### src/rtl/dcc_pkg.sv
// Shared types and field positions of the DMA channel control sequencer.
package dcc_pkg;
    typedef enum logic [1:0] {
        ST_IDLE  = 2'd0,
        ST_BUSY  = 2'd1,
        ST_SUSP  = 2'd2,
        ST_FETCH = 2'd3
    } dcc_state_e;

    localparam int EN_BIT  = 0;
    localparam int LL_BIT  = 8;
    localparam int SWF_BIT = 16;
    localparam int RSB_BIT = 24;
    localparam int WORD_W  = 32;
endpackage

### src/rtl/dcc_regs.sv
// Control word and linked-list flag of one channel.
// Assumes hardware set/clear requests come from dcc_seq. Hardware requests
// take priority over a software write in the same cycle. The force bit is
// a pulse and is never stored.
module dcc_regs
    import dcc_pkg::*;
#(
    parameter int ADDR_W = 12,
    parameter int CHAN   = 0
) (
    input  logic              clk,
    input  logic              rst_n,
    input  logic              wr_en,
    input  logic [ADDR_W-1:0] wr_addr,
    input  logic [WORD_W-1:0] wr_data,
    input  logic              hw_en_clr,
    input  logic              hw_en_set,
    input  logic              hw_ll_clr,
    input  logic              llf_set,
    input  logic              llf_clr,
    output logic              en_q,
    output logic              ll_q,
    output logic              rsb_q,
    output logic              llf_q,
    output logic              wr_hit,
    output logic              sw_force,
    output logic [WORD_W-1:0] rd_data
);
    localparam logic [ADDR_W-1:0] BASE_ADDR = ADDR_W'(32'h50 + 32'(CHAN) * 32'h50);

    // Address decode of a write and extraction of the force pulse.
    always_comb begin
        wr_hit   = wr_en && (wr_addr == BASE_ADDR);
        sw_force = wr_hit && wr_data[SWF_BIT];
    end

    // Field update: software write first, hardware overrides.
    always_ff @(posedge clk) begin
        if (!rst_n) begin
            en_q  <= 1'b0;
            ll_q  <= 1'b0;
            rsb_q <= 1'b0;
            llf_q <= 1'b0;
        end else begin
            if (hw_en_clr)      en_q <= 1'b0;
            else if (hw_en_set) en_q <= 1'b1;
            else if (wr_hit)    en_q <= wr_data[EN_BIT];
            if (hw_ll_clr)      ll_q <= 1'b0;
            else if (wr_hit)    ll_q <= wr_data[LL_BIT];
            if (wr_hit)         rsb_q <= wr_data[RSB_BIT];
            if (llf_set)        llf_q <= 1'b1;
            else if (llf_clr)   llf_q <= 1'b0;
        end
    end

    // Read-back image; the force bit reads as zero.
    always_comb begin
        rd_data          = '0;
        rd_data[EN_BIT]  = en_q;
        rd_data[LL_BIT]  = ll_q;
        rd_data[RSB_BIT] = rsb_q;
    end
endmodule

### src/rtl/dcc_seq.sv
// Phase sequencer of one channel: idle/armed, active, suspended, fetch.
// Assumes done/abort are single-cycle pulses and next_ptr is stable while
// a fetch decision is made. Armed means idle with enable set.
module dcc_seq
    import dcc_pkg::*;
#(
    parameter int PTR_W = 32
) (
    input  logic             clk,
    input  logic             rst_n,
    input  logic             en_eff,
    input  logic             ll_q,
    input  logic             halted,
    input  logic             hw_trig,
    input  logic             sw_force,
    input  logic             wr_hit,
    input  logic             wr_en_val,
    input  logic             blk_done,
    input  logic             blk_abort,
    input  logic             desc_ack,
    input  logic [PTR_W-1:0] next_ptr,
    output dcc_state_e       state,
    output logic             blk_start,
    output logic [PTR_W-1:0] desc_addr,
    output logic             hw_en_clr,
    output logic             hw_en_set,
    output logic             hw_ll_clr,
    output logic             llf_set
);
    dcc_state_e state_nxt;
    logic       start_now;
    logic       link_try;
    logic       ptr_null;

    // Event decode for the current cycle.
    always_comb begin
        ptr_null  = &next_ptr;
        start_now = (state == ST_IDLE) && en_eff && !halted && (hw_trig || sw_force);
        link_try  = ll_q && (((state == ST_BUSY) && blk_done && !blk_abort) ||
                             ((state == ST_IDLE) && !en_eff && !halted));
        hw_en_clr = ((state == ST_BUSY) && (blk_done || blk_abort)) ||
                    ((state == ST_SUSP) && blk_abort);
        hw_en_set = (state == ST_FETCH) && desc_ack;
        llf_set   = link_try && ptr_null;
        hw_ll_clr = llf_set;
    end

    // Next-phase selection.
    always_comb begin
        state_nxt = state;
        unique case (state)
            ST_IDLE: begin
                if (start_now)                  state_nxt = ST_BUSY;
                else if (link_try && !ptr_null) state_nxt = ST_FETCH;
            end
            ST_BUSY: begin
                if (blk_done || blk_abort)
                    state_nxt = (link_try && !ptr_null) ? ST_FETCH : ST_IDLE;
                else if (wr_hit && !wr_en_val)
                    state_nxt = ST_SUSP;
            end
            ST_SUSP: begin
                if (blk_abort)                  state_nxt = ST_IDLE;
                else if (wr_hit && wr_en_val)   state_nxt = ST_BUSY;
            end
            ST_FETCH: begin
                if (desc_ack)                   state_nxt = ST_IDLE;
            end
            default:                            state_nxt = ST_IDLE;
        endcase
    end

    // Phase, start strobe and latched descriptor address.
    always_ff @(posedge clk) begin
        if (!rst_n) begin
            state     <= ST_IDLE;
            blk_start <= 1'b0;
            desc_addr <= '0;
        end else begin
            state     <= state_nxt;
            blk_start <= start_now;
            if (link_try && !ptr_null) desc_addr <= next_ptr;
        end
    end
endmodule

### src/rtl/dma_chan_ctrl.sv
// Top of the DMA channel control sequencer: joins the control word to the
// phase sequencer and derives the status outputs.
// Assumes one channel per instance, selected by CHAN (0..15).
module dma_chan_ctrl
    import dcc_pkg::*;
#(
    parameter int ADDR_W = 12,
    parameter int PTR_W  = 32,
    parameter int CHAN   = 0
) (
    input  logic              clk,
    input  logic              rst_n,
    input  logic              reg_wr,
    input  logic [ADDR_W-1:0] reg_addr,
    input  logic [WORD_W-1:0] reg_wdata,
    output logic [WORD_W-1:0] reg_rdata,
    input  logic [PTR_W-1:0]  next_ptr,
    input  logic              hw_trig,
    input  logic              standby,
    input  logic              blk_done,
    input  logic              blk_abort,
    input  logic              desc_ack,
    input  logic              llf_clr,
    output logic              blk_start,
    output logic              mover_go,
    output logic              blk_busy,
    output logic              suspended,
    output logic              waiting,
    output logic              desc_req,
    output logic [PTR_W-1:0]  desc_addr,
    output logic              ll_flag
);
    logic       en_q, ll_q, rsb_q, wr_hit, sw_force;
    logic       hw_en_clr, hw_en_set, hw_ll_clr, llf_set;
    logic       en_eff, halted;
    dcc_state_e state;

    dcc_regs #(.ADDR_W(ADDR_W), .CHAN(CHAN)) u_regs (
        .clk(clk), .rst_n(rst_n), .wr_en(reg_wr), .wr_addr(reg_addr),
        .wr_data(reg_wdata), .hw_en_clr(hw_en_clr), .hw_en_set(hw_en_set),
        .hw_ll_clr(hw_ll_clr), .llf_set(llf_set), .llf_clr(llf_clr),
        .en_q(en_q), .ll_q(ll_q), .rsb_q(rsb_q), .llf_q(ll_flag),
        .wr_hit(wr_hit), .sw_force(sw_force), .rd_data(reg_rdata)
    );

    // Enable as seen this cycle, and the standby halt condition.
    always_comb begin
        en_eff = wr_hit ? reg_wdata[EN_BIT] : en_q;
        halted = standby && !rsb_q;
    end

    dcc_seq #(.PTR_W(PTR_W)) u_seq (
        .clk(clk), .rst_n(rst_n), .en_eff(en_eff), .ll_q(ll_q),
        .halted(halted), .hw_trig(hw_trig), .sw_force(sw_force),
        .wr_hit(wr_hit), .wr_en_val(reg_wdata[EN_BIT]),
        .blk_done(blk_done), .blk_abort(blk_abort), .desc_ack(desc_ack),
        .next_ptr(next_ptr), .state(state), .blk_start(blk_start),
        .desc_addr(desc_addr), .hw_en_clr(hw_en_clr), .hw_en_set(hw_en_set),
        .hw_ll_clr(hw_ll_clr), .llf_set(llf_set)
    );

    // Status outputs derived from the phase.
    always_comb begin
        blk_busy  = (state == ST_BUSY) || (state == ST_SUSP);
        suspended = (state == ST_SUSP);
        mover_go  = (state == ST_BUSY) && !halted;
        waiting   = (state == ST_IDLE) && en_q;
        desc_req  = (state == ST_FETCH);
    end
endmodule

### config.mk
export PLATFORM = sky130hd
export DESIGN_NAME = dma_chan_ctrl
export DESIGN_NICKNAME = d
export VERILOG_FILES = /design/src/rtl/dcc_pkg.sv /design/src/rtl/dcc_regs.sv /design/src/rtl/dcc_seq.sv /design/src/rtl/dma_chan_ctrl.sv
export SDC_FILE = /design/constraint.sdc
export NUM_CORES = 1
export LEC_CHECK = 0
export ABC_AREA = 1
export BUFFER_PORTS_ARGS = -buffer_cell sky130_fd_sc_hd__buf_2
export CORE_AREA = 4 4 81 83
export DETAILED_ROUTE_END_ITERATION = 10
export DIE_AREA = 0 0 85 87
export PLACE_DENSITY = 0.77
export SLEW_MARGIN = 5
export SYNTH_ARGS = -nofsm -noshare
export SYNTH_HDL_FRONTEND = slang
export SYNTH_SLANG_ARGS = --single-unit
### constraint.sdc
create_clock -name clk -period 1.6 [get_ports clk]
set_clock_uncertainty 0.15 [all_clocks]
set_input_delay 0.16 -clock clk [delete_from_list [all_inputs] [get_ports clk]]
set_output_delay 0.16 -clock clk [all_outputs]
set_load 0.05 [all_outputs]
==> key figures <==
Status
  – Result of the run: finished with violations
  – Violated checks: setup timing

Timing
  – Fraction of the cycle the final worst path needs: 1.09
  – Setup TNS Final: -2960 ps
  – Final Hold Vio Count: 0
  – Maximum achievable frequency: roughly 580 MHz
  – Setup-violating endpoint count in the final report: 35
  – Period minus WS final: 1740 ps
  – Final Worst Setup Slack: -139 ps
  – RSZ-0062 raised after global routing: yes
  – Pins Over Slew Limit: 0

Final layout
  – Fraction of layout cells with a size suffix above 1: 0.426
  – Most frequent cells in the layout: buf_2 (95), inv_1 (49), dfxtp_1 (37)
  – Net count reported at finish: roughly 510
  – Area of the multi-input gates: 996 um2
  – Most frequent standard cell in the layout excluding fill and tap cells: buf_2
  – Finished Core Util: 0.530
  – Area growth from synthesis to layout: 46.9%
  – Sequential cell area: 783 um2
  – # diodes: 0
  – Number of fill cells in the layout: between 500 and 600

CTS
  – Buffers from clock root to sink, at most: 2
  – Worst skew pair latency: around 290 ps
  – Clock tree from TritonCTS: built
  – Buffer cell driving the clock tree root: clkbuf_8
  – CTS Sinks: 39
  – Number of levels in the clock H-tree: 2
  – Number of buffers created by CTS: 5
  – Clock input transition at the sequential cells of the worst setup and hold paths: 80 ps

Global routing
  – Total track usage: 0.149
  – GRT overflow: 0
  – First-pass GRT wire length: 9.03 mm
  – Number of global-route vias before repair: 2063
  – Largest net degree at the start of global routing: 46
  – Antenna violations before repair: 0

Logic synthesis
  – Count of mapped cells out of synthesis: 284
  – Top cell type by total area after synthesis: dfxtp_1
  – Xor and xnor fraction of the mapped netlist area: 0
  – Post-synthesis share of cell area spent on and, or, nand and nor gates: 0.155
  – Largest cells by area after synthesis: dfxtp_1 (37%), buf_4 (11%), inv_1 (9.4%)
  – Warnings, synthesis: 0
  – Post-synth design cell area: 0.00211 mm2
  – Fraction of the yosys area taken by sequential cells: 0.370
  – Dominant combinational cell family by area after synthesis: buffers and inverters
  – Share of synthesized cell area in full adder, half adder and majority cells: 0.0296
  – Complex-gate fraction of the synthesized area: 0.197
  – Number of synthesized register bits: 39
  – Number of distinct library cells after synthesis: 26
  – Post-synthesis area per instance: approximately 7.4 um2
  – Share of cell area taken by muxes after synthesis: 0.00533
  – Area share of the largest cell type after synthesis: 0.370

Critical path
  – CP Max Fanout: 45
  – Worst path depth: 10
  – Critical path, cell by cell: inv_2 > ha_4 > inv_4 > a21oi_2 > nand2_1 > nand2_2 > nand3_4 > buf_12 > buf_6 > a21oi_1
  – Worst path slowest cell: dfxtp_2
  – Critical path data arrival time: 1810 ps
  – Worst Setup Start Kind: register
  – Number of cells traversed by the worst register-to-register path: 10
  – Nature of the critical path endpoint: register
  – Dominant delay contributor by cell family on the critical path: buffers and inverters
  – Peak per-stage delay on the critical path: 340 ps
  – Data required time at the worst endpoint: 1670 ps
  – Start-to-end type of the worst setup path: reg -> reg
  – Buf/Inv on CP: 4

Floorplan
  – Die height: 87 um
  – # IOs: 156
  – Initial standard-cell utilization of the core: 0.361
  – Cell Rows: 28
  – Die ar.: 0.00740 mm2
  – Core Footprint: 0.00585 mm2
  – X dimension of the die: 85 um

Drt
  – Post-route ant nets: 0
  – DRT Pass-1 Iters: 4
  – Via density per instance: about 4.4
  – DRC: 0
  – Wire per inst: 11.6 um
  – Total Routed Length: 5.71 mm
  – Starting DRC count in detailed routing: 48
  – Vias: 2170

Pwr
  – Total leakage power: 0.00150 uW
  – Power density over cell area: 1050 mW/mm2
  – Max IR drop VDD: 0.00123 V

Placed design
  – Final weighted congestion in routability-driven placement: 0.791
  – Half-perimeter wire length after placement: 4.27 mm
  – I/O Buffers: 98

Run
  – Max-cap violations: 0

Hold path
  – Worst hold path type: in -> reg
  – Cell count of the worst hold path: 3
## power by group
part           switching [uW]  internal [uW]  leakage (uW)  total [uW]
clock                     365            465     0.0000581         829
sequential               26.2           1010      0.000315        1030
combinational             835            571       0.00113        1410
total                    1230           2040       0.00150        3270
## final cells by class
cell class,count,area share
tap,75,0.0303
inverter,53,0.0649
clock buffer,5,0.0222
multi-input combinational,178,0.321
timing repair buffer,140,0.295
clock inverter,3,0.0141
sequential,39,0.253
## what timing repair did
action                                  4_1_cts  5_1_grt
gates resized for setup                      37       13
setup buffers                                 5        2
cloned                                        1        0
endpoints found under the setup margin       37       37
hold endpoints to repair                      8        1
pin swaps                                     4        4
hold buffers                                  8        1
## per-layer routing
metal / up-vias / wire length [um] / global-route usage
li1: 1098 / - / -
met4: 0 / 56 / 0.0360
met1: 997 / 2330 / 0.169
met3: 7 / 421 / 0.0378
met2: 68 / 2910 / 0.278
met5: - / 0 / 0
## cells by family (layout without fill, tap and decap cells)
| logic type | after synthesis | in the layout |
|---|---|---|
| buffers and inverters | 95 | 201 |
| AND/OR/NAND/NOR | 68 | 68 |
| AO/OA/AOI/OAI | 75 | 75 |
| adder cells (fa/ha/maj) | 5 | 5 |
| other | 1 | 29 |
| multiplexers | 1 | 1 |
| flip-flops | 39 | 39 |
## through the flow
stage	hold slack, ps	power (uW)	std cells	setup WS [ps]	area, um2
after floorplan	148	1920	312	6.23	2240
after CTS	0.443	3220	490	-147	3050
final	1.79	3270	493	-139	3100
after global placement	273	2200	468	-187	2720
after detailed placement	283	2220	468	-228	2720
after global routing	11.9	3470	493	-258	3100
## registers in the layout, indices dropped and copies added, names as in the netlist
name	flops
u_seq.state	2
u_seq.blk_start	1
u_seq.desc_addr	32
u_regs.rsb_q	1
u_regs.ll_q	1
u_regs.en_q	1
u_regs.llf_q	1
## Yosys cell counts
master and n:
a211oi_1 1, ha_1 5, nor2_4 1, nand3_2 2
nand3_1 3, nand4_1 7, buf_4 32, nand2_4 1
nor2_1 21, or2_4 1, nand2_1 24, buf_6 4
clkbuf_1 2, buf_2 4, dfxtp_1 39, nor3_1 2
inv_1 53, o21ai_1 1, or2_2 1, nand2_2 4
a21oi_1 29, o21ai_0 34, nor2_2 1, mux2_2 1
a21oi_2 10, conb_1 1
## final timing paths
kind	startpoint	slack, ps	end
hold / removal	next_ptr[21]	2	u_seq.desc_addr[21]$_SDFFE_PN0P_
hold reg to reg	u_seq.desc_addr[17]$_SDFFE_PN0P_	290	u_seq.desc_addr[17]$_SDFFE_PN0P_
setup reg to reg	u_seq.state[0]$_SDFFE_PN0P_	-140	u_seq.desc_addr[13]$_SDFFE_PN0P_
setup / recovery	u_seq.state[0]$_SDFFE_PN0P_	-140	u_seq.desc_addr[13]$_SDFFE_PN0P_
## worst min-delay path, cell delays in order
cell and delay, ps:
buf_2 90, o21ai_1 60, a21oi_1 100
(Power assumes the default switching activity.)
